**src/rtl/rdp_level_ctrl.sv**
```systemverilog
module rdp_level_ctrl #(
  parameter int BW = 8,
  parameter int NKIND = 3,
  parameter logic [BW-1:0] OPEN_CODE = 8'hAA,
  parameter logic [BW-1:0] LOCK_CODE = 8'hCC
) (
  input  logic             clk,
  input  logic             rst_n,
  input  logic [BW-1:0]    boot_byte,
  input  logic             wr_req,
  input  logic [BW-1:0]    wr_byte,
  output logic             wr_ack,
  output logic             wr_rej,
  output logic             erase_req,
  input  logic             erase_done,
  input  logic             dbg_conn,
  input  logic             boot_alt,
  input  logic [NKIND-1:0] acc_req,
  output logic [NKIND-1:0] acc_grant,
  output logic [NKIND-1:0] acc_deny,
  output logic             dbg_disable,
  output logic             sysboot_block,
  output logic [1:0]       cur_level,
  output logic [BW-1:0]    cur_byte
);

  function automatic logic [1:0] decode(input logic [BW-1:0] b);
    if (b == OPEN_CODE)      return 2'd0;
    else if (b == LOCK_CODE) return 2'd2;
    else                     return 2'd1;
  endfunction

  logic [BW-1:0] byte_q, pend_q;
  logic          busy_q, ack_q, rej_q;
  logic [1:0]    lvl, new_lvl;
  logic          open_ok;

  assign lvl     = decode(byte_q);
  assign new_lvl = decode(wr_byte);

  always_ff @(posedge clk) begin
    if (!rst_n) begin
      byte_q <= boot_byte;
      pend_q <= '0;
      busy_q <= 1'b0;
      ack_q  <= 1'b0;
      rej_q  <= 1'b0;
    end else begin
      ack_q <= 1'b0;
      rej_q <= 1'b0;
      if (busy_q) begin
        if (erase_done) begin
          byte_q <= pend_q;
          busy_q <= 1'b0;
          ack_q  <= 1'b1;
        end else if (wr_req) begin
          rej_q <= 1'b1;
        end
      end else if (wr_req) begin
        if (lvl == 2'd2) begin
          rej_q <= 1'b1;
        end else if (lvl == 2'd1 && new_lvl == 2'd0) begin
          pend_q <= wr_byte;
          busy_q <= 1'b1;
        end else begin
          byte_q <= wr_byte;
          ack_q  <= 1'b1;
        end
      end
    end
  end

  assign open_ok       = (lvl == 2'd0) | (!boot_alt & ((lvl == 2'd2) | !dbg_conn));
  assign acc_grant     = (busy_q || !open_ok) ? '0 : acc_req;
  assign acc_deny      = acc_req & ~acc_grant;
  assign erase_req     = busy_q;
  assign wr_ack        = ack_q;
  assign wr_rej        = rej_q;
  assign dbg_disable   = (lvl == 2'd2);
  assign sysboot_block = (lvl == 2'd2);
  assign cur_level     = lvl;
  assign cur_byte      = byte_q;

  assert_lock_sticky_R5: assert property (@(posedge clk) disable iff (!rst_n)
    (cur_level == 2'd2) |=> (cur_level == 2'd2));
  assert_lock_rejects_R5: assert property (@(posedge clk) disable iff (!rst_n)
    (!erase_req && cur_level == 2'd2 && wr_req) |=> (wr_rej && $stable(cur_byte)));
  assert_down_erases_R3: assert property (@(posedge clk) disable iff (!rst_n)
    (!erase_req && cur_level == 2'd1 && wr_req && wr_byte == OPEN_CODE) |=> (erase_req && $stable(cur_byte)));
  assert_erase_holds_R3: assert property (@(posedge clk) disable iff (!rst_n)
    (erase_req && !erase_done) |=> $stable(cur_byte));
  assert_erase_blocks_R9: assert property (@(posedge clk) disable iff (!rst_n)
    erase_req |-> (acc_grant == '0));
  assert_exclusive_R10: assert property (@(posedge clk) disable iff (!rst_n)
    ((acc_grant & acc_deny) == '0) && (((acc_grant | acc_deny) & ~acc_req) == '0));
  assert_l1_debug_R7: assert property (@(posedge clk) disable iff (!rst_n)
    (cur_level == 2'd1 && (dbg_conn || boot_alt)) |-> (acc_grant == '0));
  assert_pulse_excl_R4: assert property (@(posedge clk) disable iff (!rst_n)
    !(wr_ack && wr_rej));

endmodule

```
**config.mk**
```make
export PLATFORM = sky130hd
export DESIGN_NAME = rdp_level_ctrl
export DESIGN_NICKNAME = d
export VERILOG_FILES = /design/src/rtl/rdp_level_ctrl.sv
export SDC_FILE = /design/constraint.sdc
export NUM_CORES = 1
export LEC_CHECK = 0
export BUFFER_PORTS_ARGS = -buffer_cell sky130_fd_sc_hd__buf_4
export CAP_MARGIN = 40
export CORE_UTILIZATION = 50
export CTS_BUF_LIST = sky130_fd_sc_hd__clkbuf_8
export CTS_CLUSTER_SIZE = 28
export DETAILED_ROUTE_END_ITERATION = 8
export PLACE_DENSITY = 0.86
export RECOVER_POWER = 50
export SYNTH_ARGS = -nofsm -noshare
export SYNTH_HDL_FRONTEND = slang
export SYNTH_SLANG_ARGS = --single-unit
```
**constraint.sdc**
```tcl
create_clock -name clk -period 3.7 [get_ports clk]
set_input_delay 0.555 -clock clk [delete_from_list [all_inputs] [get_ports clk]]
set_output_delay 0.555 -clock clk [all_outputs]
set_load 0.01 [all_outputs]
```
; After elaboration in Yosys (flattened, before gate mapping)
; Cells that the tools add are included.
[word_totals]
ff_bits = 19
input_bits = 25
wordCells = 57
[classes]
eq_ne = 10
mux = 26
bitwise = 7
n_reduce_logical = 9
[op_table]
columns = op, n
row1 = $mux W8, 6
row2 = $eq A8 B8 Y1 const B, 4
row3 = $mux W1, 15
row4 = $mux W2, 4
row5 = $reduce_and A4 Y1, 2
row6 = $ne A3 B3 Y1 const B, 2
row7 = $logic_not A2 Y1, 2
row8 = $and A3 B3 Y3, 1
row9 = $logic_not A1 Y1, 3
row10 = $mux W3, 1
row11 = $ne A3 B1 Y1 const B, 1
row12 = $ne A3 B2 Y1 const B, 1
row13 = $not A3 Y3, 1
row14 = $eq A2 B1 Y1 const B, 1
row15 = $eq A2 B2 Y1 const B, 1
row16 = $not A1 Y1, 2
row17 = $or A1 B1 Y1, 2
row18 = $and A1 B1 Y1, 1
row19 = $logic_and A1 B1 Y1, 1
row20 = $logic_or A1 B1 Y1, 1

; Longest topological paths before layout
; Gate-level depths: netlist (run 1).
[depth]
ltp_word = 12
depth_mapped = 4
ltp_nobuf = 4

; Least setup slack after synthesis (run 1)
; Ideal clock, no wire load.
[synth_path]
kind = reg2out
from = register byte_q[5] (netlist: cur_byte[5])
to = output acc_grant[0]
arrival_ps = 1290
required_time_ps = 3145
path_slack_ps = 1855
stages_incl_launch_ff = 5
n_path_buf = 0
cell_sequence = edfxtp_1 -> and4bb_2 -> nand3b_1 -> a21oi_2 -> and2_1
[synth_between]
elab_chain_len = 10
elab_cells_between_ends = 12
classes_between = 3 x eq/ne / 3 x mux / 3 x bitwise / 3 x reduce/logical
[synth_rtl]
columns = element, line
row1 = "start, declared", 33  ; logic [BW-1:0] byte_q, pend_q;
row2 = "start signal, assigned", 43  ; byte_q <= boot_byte;
row3 = "start signal, assigned", 53  ; byte_q <= pend_q;
row4 = "start signal, assigned", 66  ; byte_q <= wr_byte;
row5 = $eq A8 B8 Y1, 29  ; else if (b == LOCK_CODE) return 2'd2;
row6 = $mux W2, 29
row7 = $mux W2 *, 28  ; if (b == OPEN_CODE) return 2'd0;
row8 = $eq A2 B2 Y1, 73  ; assign open_ok = (lvl == 2'd0) | (!boot_alt & ((lvl == 2'd2) | !dbg_conn));
row9 = $or A1 B1 Y1, 73
row10 = $and A1 B1 Y1, 73
row11 = $or A1 B1 Y1 *, 73
row12 = $logic_not A1 Y1 *, 74  ; assign acc_grant = (busy_q || !open_ok) ? '0 : acc_req;
row13 = $logic_or A1 B1 Y1 *, 74
row14 = $mux W3 *, 74
row15 = "end, declared", 19  ; output logic [NKIND-1:0] acc_grant,
; Every way passes the cells marked *; elsewhere a longest branch is shown, timed or not.

; Worst setup path in the final report (run 1)
[layout_path]
from = register byte_q[5] (netlist: cur_byte[5])
to = output acc_grant[2]
; The elaborated chain is that of the path after synthesis.

==> metrics, run 1 <==
Final Skew=0.000879 ns; fmax=approximately 0.45 GHz; Vias per Instance=5.34; critical path data arrival time=approximately 1.7 ns; total number of vias=roughly 840; Hold Violations, Final=0; Layout Nets=around 160; Reg clk slew, reported paths=about 0.070 ns; post_cts resized=0; placed cell count=153; worst endpoint required time=around 3.1 ns; GRT overflow=0; layout cells sized above 1=between 30 and 40%; Initial DRT Pass Iterations=5; # rows=15; final worst-path cycle share=a little over 60%; Clk Latency, worst-skew pair=roughly 0.25 ns; routability cong.=~0.74; Synth area leaders=edfxtp_1 25%, dfxtp_1 23%, mux2i_1 8.4%, and4bb_2 5.3%, a21oi_1 4.7%; synthesis-to-finish area growth=36.3%; Critical Path Fanout Max=6; syn_nets=between 100 and 150; most frequent cells after synthesis=11 x dfxtp_1, 10 x nor2_1, 9 x a21oi_1, 8 x edfxtp_1, 8 x mux2i_1; Final Max Slew Viols=0; CTS root buf=clkbuf_8; CP Capture Type=output pin; first-pass GRT wire length=~3400 µm; Min Hold Slack=about 0.48 ns; Synth Cell Area=952 µm²; Util after Layout=73.5%; number of post-CTS setup repair buffers=0; Endpoint, Worst Hold=pend_q[1]; CTS max path bufs=2; H-tree depth=1; max-cap viol count=0; GRT Resource Usage Total=between 20% and 30%; worst r2r dst=cur_byte[4]; Pleak=between 0.5 and 0.6 nW; overall power=approximately 0.45 mW; Reg area=around 460 µm²; final cell count without fillers=between 150 and 200; count leader, synth=dfxtp_1; CTS Buf Count=3; Top-Level Pins=46; Hold Buf Count CTS=0; DR DRC count=0; ANT cells=0; post-route minimum period=around 2.2 ns; Startpoint Class=register; setup_tns=0 ns; Post-synth top flop=dfxtp_1; sequential area share after synthesis=between 40% and 50%; Routed WL=between 2000 and 2500 µm; post-synth top area cell=edfxtp_1; area of the multi-input gates=roughly 460 µm²; launching point of the worst reg2reg path=erase_req; RSZ-0062 raised after global routing=false; Core Box Area=1760 µm²; DP Area=1290 µm²; HP Start=pend_q[1]; CTS tree=yes; Max IR drop VDD=about 250 µV; FF+latch count, synth=19; Syn Area/Cell=10.7 µm²; IO Port Bufs=45; relative slew slack=a little over half; r2r setup slk=approximately 1.8 ns; status=finished, final reports clean; final count of negative-setup-slack endpoints=0; R2R depth=3; Final WS setup=~1.5 ns; Yosys cell types=27; vias in the first global route=787; wire per inst=approximately 15 µm; HPWL after DPL=around 1800 µm; EDFF count, synth=8; drt initial violations=23; Slew @ Worst Pin=just over 0.7 ns; initial antenna violation count=0; Die H=45.6 µm; dpl ws=~1.7 ns; Hold Path Depth=1; Starting Density=approximately 54%; Yosys top cell area share=25.2%; clk sinks=19; critical path type=register to output pin; Hold/Removal Path Class=register to register; Die X=~46 µm; filler cell count=148; pwr/cell area=344 nW/µm²; die footprint=about 2100 µm²; synth warn=0; Finished Cell Area=roughly 1300 µm²; Post-Syn Instances=approximately 90; Post-DRT Antenna Nets=0; Worst Setup SP=cur_byte[5]; Async S/R FF share, synth=0%; largest net degree at the start of global routing=29
state kept, by name, summed over array words and instances (netlist names):
signal and cells:
pend_q 8, wr_rej 1, wr_ack 1, cur_byte 8
erase_req 1
where the power goes:
group / internal, mW / switching, mW / total [mW] / leakage, nW
Clock: 0.0749 / 0.0671 / 0.142 / 0.0255
Combinational: 0.0365 / 0.0329 / 0.0694 / 0.361
Sequential: 0.229 / 0.00617 / 0.235 / 0.169
Total: 0.340 / 0.106 / 0.446 / 0.555
cells by family (layout without fill, tap and decap cells):
logic type      Yosys count  in the layout  share of synthesized area (%)
simple gates             36             36                           25.4
mux                       8              8                           8.41
buf+inv                   7             50                           3.81
flops                    19             19                           48.4
compound gates           19             19                           14.1
layout make-up:
cell class              instances  area share [%]
clock inverters                 1           0.386
flip-flops and latches         19            35.5
inverters                       1           0.289
multi-input cells              63            35.1
repair buffers                 45            23.1
clock buffers                   3            3.18
well taps                      25            2.41
worst max-delay path by stage:
stage,endpoint,slack [ns],cells after the start
after floorplan,acc_grant[0],1.86,4
after global placement,acc_grant[0],1.79,5
after detailed placement,cur_byte[4],1.71,5
after CTS,acc_grant[0],1.47,5
after global routing,acc_grant[2],1.33,5
final,acc_grant[2],1.46,5
layer usage:
layer / track usage (%) / share of wire (%) / vias to the layer above
li1: - / - / 410
met2: 41.7 / 51 / 42
met5: 0 / 0 / -
met3: 4.76 / 6.8 / 7
met4: 12.7 / 2.2 / 0
met1: 28.0 / 40 / 380
layout by cell type (no fill, tap or decap), types with 2 or more instances in the layout:
cell type  Yosys  final
a21oi_1        9      9
and2_1         4      4
and3_1         4      4
and4bb_1       1      2
and4bb_2       4      3
buf_4          2     35
clkbuf_1       1     10
clkbuf_8       0      3
dfxtp_1       11     11
edfxtp_1       8      8
mux2i_1        8      8
nand2_1        2      2
nand4bb_1      2      2
nor2_1        10     10
nor2b_1        6      6
o21a_1         5      5
worst max-delay path, stage by stage, from the launching register on:
cell and delay [ns]:
edfxtp_1 0.42, and4bb_1 0.38, nand3b_1 0.11, a21oi_2 0.23, and2_1 0.16, buf_4 0.11
Note: power is estimated with default switching activity, not from simulation.
==> run 2, diff against run 1 <==
--- a/config.mk
+++ b/config.mk
@@ -5,13 +5,14 @@
 export SDC_FILE = /design/constraint.sdc
 export NUM_CORES = 1
 export LEC_CHECK = 0
+export ABC_AREA = 1
 export BUFFER_PORTS_ARGS = -buffer_cell sky130_fd_sc_hd__buf_4
 export CAP_MARGIN = 40
-export CORE_UTILIZATION = 50
+export CORE_UTILIZATION = 43
 export CTS_BUF_LIST = sky130_fd_sc_hd__clkbuf_8
 export CTS_CLUSTER_SIZE = 28
 export DETAILED_ROUTE_END_ITERATION = 8
-export PLACE_DENSITY = 0.86
+export PLACE_DENSITY = 0.77
 export RECOVER_POWER = 50
 export SYNTH_ARGS = -nofsm -noshare
 export SYNTH_HDL_FRONTEND = slang
==> constraint.sdc (replaced) <==
create_clock -name clk -period 2 [get_ports clk]
set_input_delay 0.3 -clock clk [delete_from_list [all_inputs] [get_ports clk]]
set_output_delay 0.3 -clock clk [all_outputs]
set_load 0.01 [all_outputs]
==> run 2 against run 1 <==
Non-clock buffer count up 5. Core utilization down 11 points. Clock power up 89%. Die area up 26%. Highest routed layer unchanged. Critical endpoint is now acc_grant[0]. First-iteration DRC count down 17%.
==> metrics, run 2 <==
Yosys top cell area share=23.0% (-2.2 points); Syn Area/Cell=7.39 µm² (-31%); H-tree depth=1 (unchanged); GRT Resource Usage Total=20.1% (-4.1 points); critical path data arrival time=1.54 ns (-0.14 ns); fmax=~0.54 GHz; setup_tns=0 ns (unchanged); initial antenna violation count=0 (unchanged); Final Max Slew Viols=0 (unchanged); Layout Nets=217 (+37%); Die X=51.2 µm (+12%); vias in the first global route=981 (+25%); HPWL after DPL=1980 µm (+8.3%); Post-synth top flop=dfxtp_1; Async S/R FF share, synth=0% (unchanged); CTS max path bufs=2 (unchanged); total number of vias=1037 (+24%); final cell count without fillers=219 (+39%); ANT cells=0 (unchanged); Pleak=0.703 nW (+27%); dpl ws=0.189 ns (-1.52 ns); Yosys cell types=22 (-19%); CTS Buf Count=3 (unchanged); Vias per Instance=4.74 (-11%); post-route minimum period=approximately 1.8 ns; Critical Path Fanout Max=4 (-2); pwr/cell area=607 nW/µm² (+76%); relative slew slack=60.3% (+7.7 points); layout cells sized above 1=30.4% (-3.7 points); sequential area share after synthesis=44.2% (-4.2 points); Clk Latency, worst-skew pair=0.26 ns (about the same); Max IR drop VDD=533 µV (+110%); Hold/Removal Path Class=input pin to register; CP Capture Type=output pin; Final WS setup=0.156 ns (-1.31 ns); Initial DRT Pass Iterations=4 (-1); commonest non-fill, non-tap cell in the layout=nand2_1; Reg clk slew, reported paths=0.07 ns (about the same); routability cong.=0.747 (+1.3%); Synth area leaders=edfxtp_1 23%, dfxtp_1 21%, nand2_1 16%, inv_1 7.9%, nand3_1 5.3%; Routed WL=2420 µm (+3.4%); crit-path cells=inv_1 > nand2_1 > nor2_1 > nand2_1 > nand2_1 > nand2_1 > nand2_2 > nand2_2 > nor2_1 > buf_4; CP delay by family, top=simple AND/OR/NAND/NOR gates; Starting Density=46.2% (-7.7 points); most frequent cells in the layout=43 x nand2_1, 37 x buf_4, 22 x inv_1, 12 x nor2_1; GRT overflow=0 (unchanged); synth warn=0 (unchanged); final worst-path cycle share=92.2%; Slew @ Worst Pin=0.594 ns (-0.117 ns); most frequent cells after synthesis=44 x nand2_1, 22 x inv_1, 12 x nor2_1, 11 x dfxtp_1, 11 x nand3_1; FF+latch count, synth=19 (unchanged); RSZ-0062 raised after global routing=false; synthesis-to-finish area growth=35.9%; slowest library cell on the worst path=edfxtp_1; CP max stage delay=0.45 ns (+0.03 ns); worst endpoint required time=1.70 ns (-1.44 ns); critical path type=register to output pin; Startpoint Class=register; status=finished, final reports clean; final count of negative-setup-slack endpoints=0 (unchanged); placed cell count=213 (+39%); first-pass GRT wire length=3950 µm (+15%); syn_nets=166 (+46%); Min Hold Slack=0.261 ns (-0.218 ns); IO Port Bufs=45 (unchanged); Worst Path Buf+Inv=2 (+1); Util after Layout=62.8% (-11 points); Hold Violations, Final=0 (unchanged); CTS tree=yes; most used cell, CP=nand2_1; die footprint=2620 µm² (+26%); clk sinks=19 (unchanged); Die H=51.2 µm (+12%); DR DRC count=0 (unchanged); Top-Level Pins=46 (unchanged); EDFF count, synth=8 (unchanged); Post-DRT Antenna Nets=0 (unchanged); Core Box Area=2250 µm² (+28%); # rows=17 (+2); CTS root buf=clkbuf_8; Post-Syn Instances=141 (+58%); max-cap viol count=0 (unchanged); wire per inst=11.0 µm (-26%); count leader, synth=nand2_1; drt initial violations=19 (-17%); post-synth top area cell=edfxtp_1; Final Skew=0.00362 ns (+0.00274 ns); largest net degree at the start of global routing=13 (-55%); Synth Cell Area=1040 µm² (+9.5%)
[run 2: path summary, 6_finish.rpt]
kind / endpoint / slack [ns] / depth (start not counted) / startpoint
worst max-delay path: acc_grant[0] / 0.16 / 10 / cur_byte[1]
worst min-delay path: wr_ack / 0.26 / 3 / erase_done
worst max register to register: cur_byte[6] / 0.18 / 7 / cur_byte[7]
worst min register to register: pend_q[2] / 0.46 / 2 / pend_q[2]
[run 2: logic make-up after synthesis]
| kind of cell | after synthesis | share of synthesized area, % |
|---|---|---|
| AND/OR/NAND/NOR | 76 | 32.8 |
| AO/OA/AOI/OAI | 16 | 10.7 |
| buffers and inverters | 30 | 12.4 |
| flip-flops | 19 | 44.2 |
[run 2: cell type report]
type,instances,area [µm²]
multi-input combinational,92,440
sequential,19,460
clock inverter,1,7.51
inverter,26,97.6
timing repair buffer,50,334
tap,28,35.0
fill,229,838
clock buffer,3,41.3
[run 2: stage by stage]
| stage | area [µm²] | power (mW) |
|---|---|---|
| 6_report | 1420 | 0.860 |
| 5_1_grt | 1420 | 0.902 |
| 4_1_cts | 1460 | 0.871 |
| 3_5_place_dp | 1410 | 0.606 |
| 3_3_place_gp | 1410 | 0.600 |
| 2_1_floorplan | 1040 | 0.515 |
[run 2: report_power, final]
group	switching [mW]	total (mW)	leakage (nW)	internal [mW]
clock	0.127	0.268	0.0217	0.140
combinational	0.0799	0.154	0.509	0.0746
sequential	0.0138	0.437	0.172	0.424
total	0.221	0.860	0.703	0.639
[run 2: worst register-to-register path, delay by kind of cell, from the launching register on]
family,cells,cell delay (ns)
buffers and inverters,1,0.13
flip-flops,1,0.45
AND/OR/NAND/NOR,5,0.81
AO/OA/AOI/OAI,1,0.06
[run 2: repair_timing]
| item | 4_1_cts | 5_1_grt |
|---|---|---|
| hold endpoints to repair | 0 | 0 |
| setup buffers | 0 | 2 |
| hold buffers | 0 | 0 |
| endpoints found under the setup margin | 0 | 3 |
| resized for setup | 0 | 2 |
[run 2: per-layer routing]
layer  vias up  GRT usage (%)  share of wire [%]
met1       462           24.3                 46
met2        31           35.3                 49
met3         5           3.27                3.6
met4         0           7.66                1.5
li1        539              -                  -
met5         -              0                  0
==> run 3, diff against run 2 <==
--- a/config.mk
+++ b/config.mk
@@ -5,10 +5,10 @@
 export SDC_FILE = /design/constraint.sdc
 export NUM_CORES = 1
 export LEC_CHECK = 0
-export ABC_AREA = 1
-export BUFFER_PORTS_ARGS = -buffer_cell sky130_fd_sc_hd__buf_4
+export ABC_AREA = 0
+export BUFFER_PORTS_ARGS = -buffer_cell sky130_fd_sc_hd__buf_2
 export CAP_MARGIN = 40
-export CORE_UTILIZATION = 43
+export CORE_UTILIZATION = 42
 export CTS_BUF_LIST = sky130_fd_sc_hd__clkbuf_8
 export CTS_CLUSTER_SIZE = 28
 export DETAILED_ROUTE_END_ITERATION = 8
==> run 3 against run 2 <==
Sequential share of layout area increased by 4.7 points. Hold slack improved by 0.026 ns. Critical path depth decreased by 5. Core utilization decreased by 2.3 points. First-iteration DRC count decreased by 47%. Sequential power about the same. Clock power decreased by 5%. Final area decreased by 13%. Total power decreased by 6.6%. Clock skew decreased by 0.00066 ns. Register-to-register slack improved by 0.13 ns. Largest cell class is now multi-input combinational cells.
==> metrics, run 3 (synthesis results as in run 1) <==
GRT Resource Usage Total=18.1% (-2.0 points); Min Hold Slack=0.287 ns (+0.0259 ns); first-pass GRT wire length=3310 µm (-16%); DP Area=1190 µm² (-16%); ANT cells=0 (unchanged); # rows=16 (-1); Hold Violations, Final=0 (unchanged); Initial DRT Pass Iterations=4 (unchanged); die footprint=2460 µm² (-6.2%); CP Capture Type=output pin; CTS Buf Count=3 (unchanged); Final Max Slew Viols=0 (unchanged); Net Sw Frac=23.4% (-2.3 points); overall power=0.803 mW (-6.6%); total number of vias=831 (-20%); CTS root buf=clkbuf_8; relative slew slack=72.3% (+12 points); Layout Nets=160 (-26%); Starting Density=46.6% (+0.40 points); P_int=0.616 mW (-3.6%); CTS max path bufs=2 (unchanged); Routed WL=2040 µm (-16%); Max IR drop VDD=356 µV (-33%); Util after Layout=60.5% (-2.3 points); Critical Path Fanout Max=6 (+2); final worst-path cycle share=96.8% (+4.6 points); Finished Cell Area=1240 µm² (-13%); IO Port Bufs=45 (unchanged); final cell count without fillers=161 (-26%); setup_tns=0 ns (unchanged); Top-Level Pins=46 (unchanged); Die H=49.6 µm (-3.2%); Slew @ Worst Pin=0.415 ns (-0.179 ns); GRT overflow=0 (unchanged); Hold Buf Count CTS=0 (unchanged); Startpoint Class=register; Pleak=0.546 nW (-22%); slowest library cell on the worst path=edfxtp_1; sw power=0.188 mW (-15%); Reg power frac=54.0% (+3.1 points); CP delay by family, top=simple AND/OR/NAND/NOR gates; post-route minimum period=1.94 ns (+0.0925 ns); Post-DRT Antenna Nets=0 (unchanged); worst endpoint required time=1.70 ns (about the same); Core Box Area=2040 µm² (-9.4%); HPWL after DPL=1640 µm (-17%); commonest non-fill, non-tap cell in the layout=buf_2; Final Skew=0.00295 ns (-0.000661 ns); Vias per Instance=5.16 (+9.0%); RSZ-0062 raised after global routing=true; drt initial violations=10 (-9); wire per inst=12.7 µm (+15%); routability cong.=0.773 (+3.5%); CP max stage delay=0.42 ns (-0.03 ns); most frequent cells in the layout=38 x buf_2, 11 x dfxtp_1, 10 x nor2_1, 9 x a21oi_1; synthesis-to-finish area growth=29.8%; Comb power frac=14.3% (-3.7 points); pwr/cell area=650 nW/µm² (+7.1%); critical path data arrival time=1.64 ns (+0.10 ns); Worst Path Buf+Inv=1 (-1); crit-path cells=and4bb_2 > nand3b_1 > a21oi_4 > and2_1 > buf_2; Final WS setup=0.0640 ns (-0.0925 ns); fmax=0.517 GHz (-4.8%); Hold/Removal Path Class=input pin to register; placed cell count=156 (-27%); initial antenna violation count=0 (unchanged); dpl ws=0.305 ns (+0.116 ns); Reg clk slew, reported paths=0.07 ns (about the same); H-tree depth=1 (unchanged); Clock power frac=31.8% (+0.6 points); max-cap viol count=0 (unchanged); Die X=49.6 µm (-3.2%); DR DRC count=0 (unchanged); largest net degree at the start of global routing=29 (+16); status=finished, final reports clean; critical path type=register to output pin; clk sinks=19 (unchanged); layout cells sized above 1=37.3% (+6.9 points); final count of negative-setup-slack endpoints=0 (unchanged); Clk Latency, worst-skew pair=0.25 ns (about the same); CTS tree=yes; vias in the first global route=763 (-22%)
==> run 3: cell count changes in the layout (fill, tap and decap cells not counted), sizes merged, moves of 4 or more <==
| cell | change |
|---|---|
| and4bb | +5 |
| mux2i | +8 |
| clkbuf | -5 |
| nand2 | -44 |
| inv | -23 |
| and2 | +4 |
| nor2 | -6 |
| and3 | +5 |
| nor2b | +6 |
| nand3 | -10 |
| o21a | +5 |
==> run 3: worst reg2reg max path: cells and delay by family (launching register included) <==
family / cells / cell delay [ns]
compound gates: 1 / 0.23
flops: 1 / 0.42
simple gates: 3 / 0.72
==> run 3: metal layers <==
metal / vias to the layer above / GRT usage, % / wire length, µm
li1: 413 / - / -
met1: 381 / 21.3 / 879
met2: 33 / 31.8 / 1010
met3: 4 / 2.78 / 123
met4: 0 / 8.57 / 29
met5: - / 0 / 0
==> run 3: worst paths after layout <==
path                                  start           end  slack, ns  depth (start not counted)
worst max-delay path            cur_byte[5]  acc_grant[0]       0.06                          5
worst min-delay path                 wr_req        wr_rej       0.29                          2
worst max register to register  cur_byte[5]   cur_byte[4]       0.31                          4
worst min register to register    pend_q[7]     pend_q[7]       0.47                          1
==> run 3: area by class of cell <==
class	count	area [µm²]
Fill cell	197	806
Timing Repair Buffer	47	231
Inverter	1	3.75
Clock inverter	1	3.75
Sequential cell	19	460
Clock buffer	3	41.3
Multi-Input combinational cell	63	462
Tap cell	27	33.8
==> run 3: what timing repair did <==
item / CTS / global route
setup endpoints to repair: 0 / 6
resized for setup: 0 / 3
buffers inserted: 0 / 1
==> run 3: power by group through the flow <==
stage               clock (mW)  sequential [mW]  combinational (mW)
finish                   0.255            0.434               0.115
global route             0.271            0.436               0.125
CTS                      0.262            0.434               0.113
detailed placement           0            0.442               0.112
global placement             0            0.440               0.110
floorplan                    0            0.448              0.0514
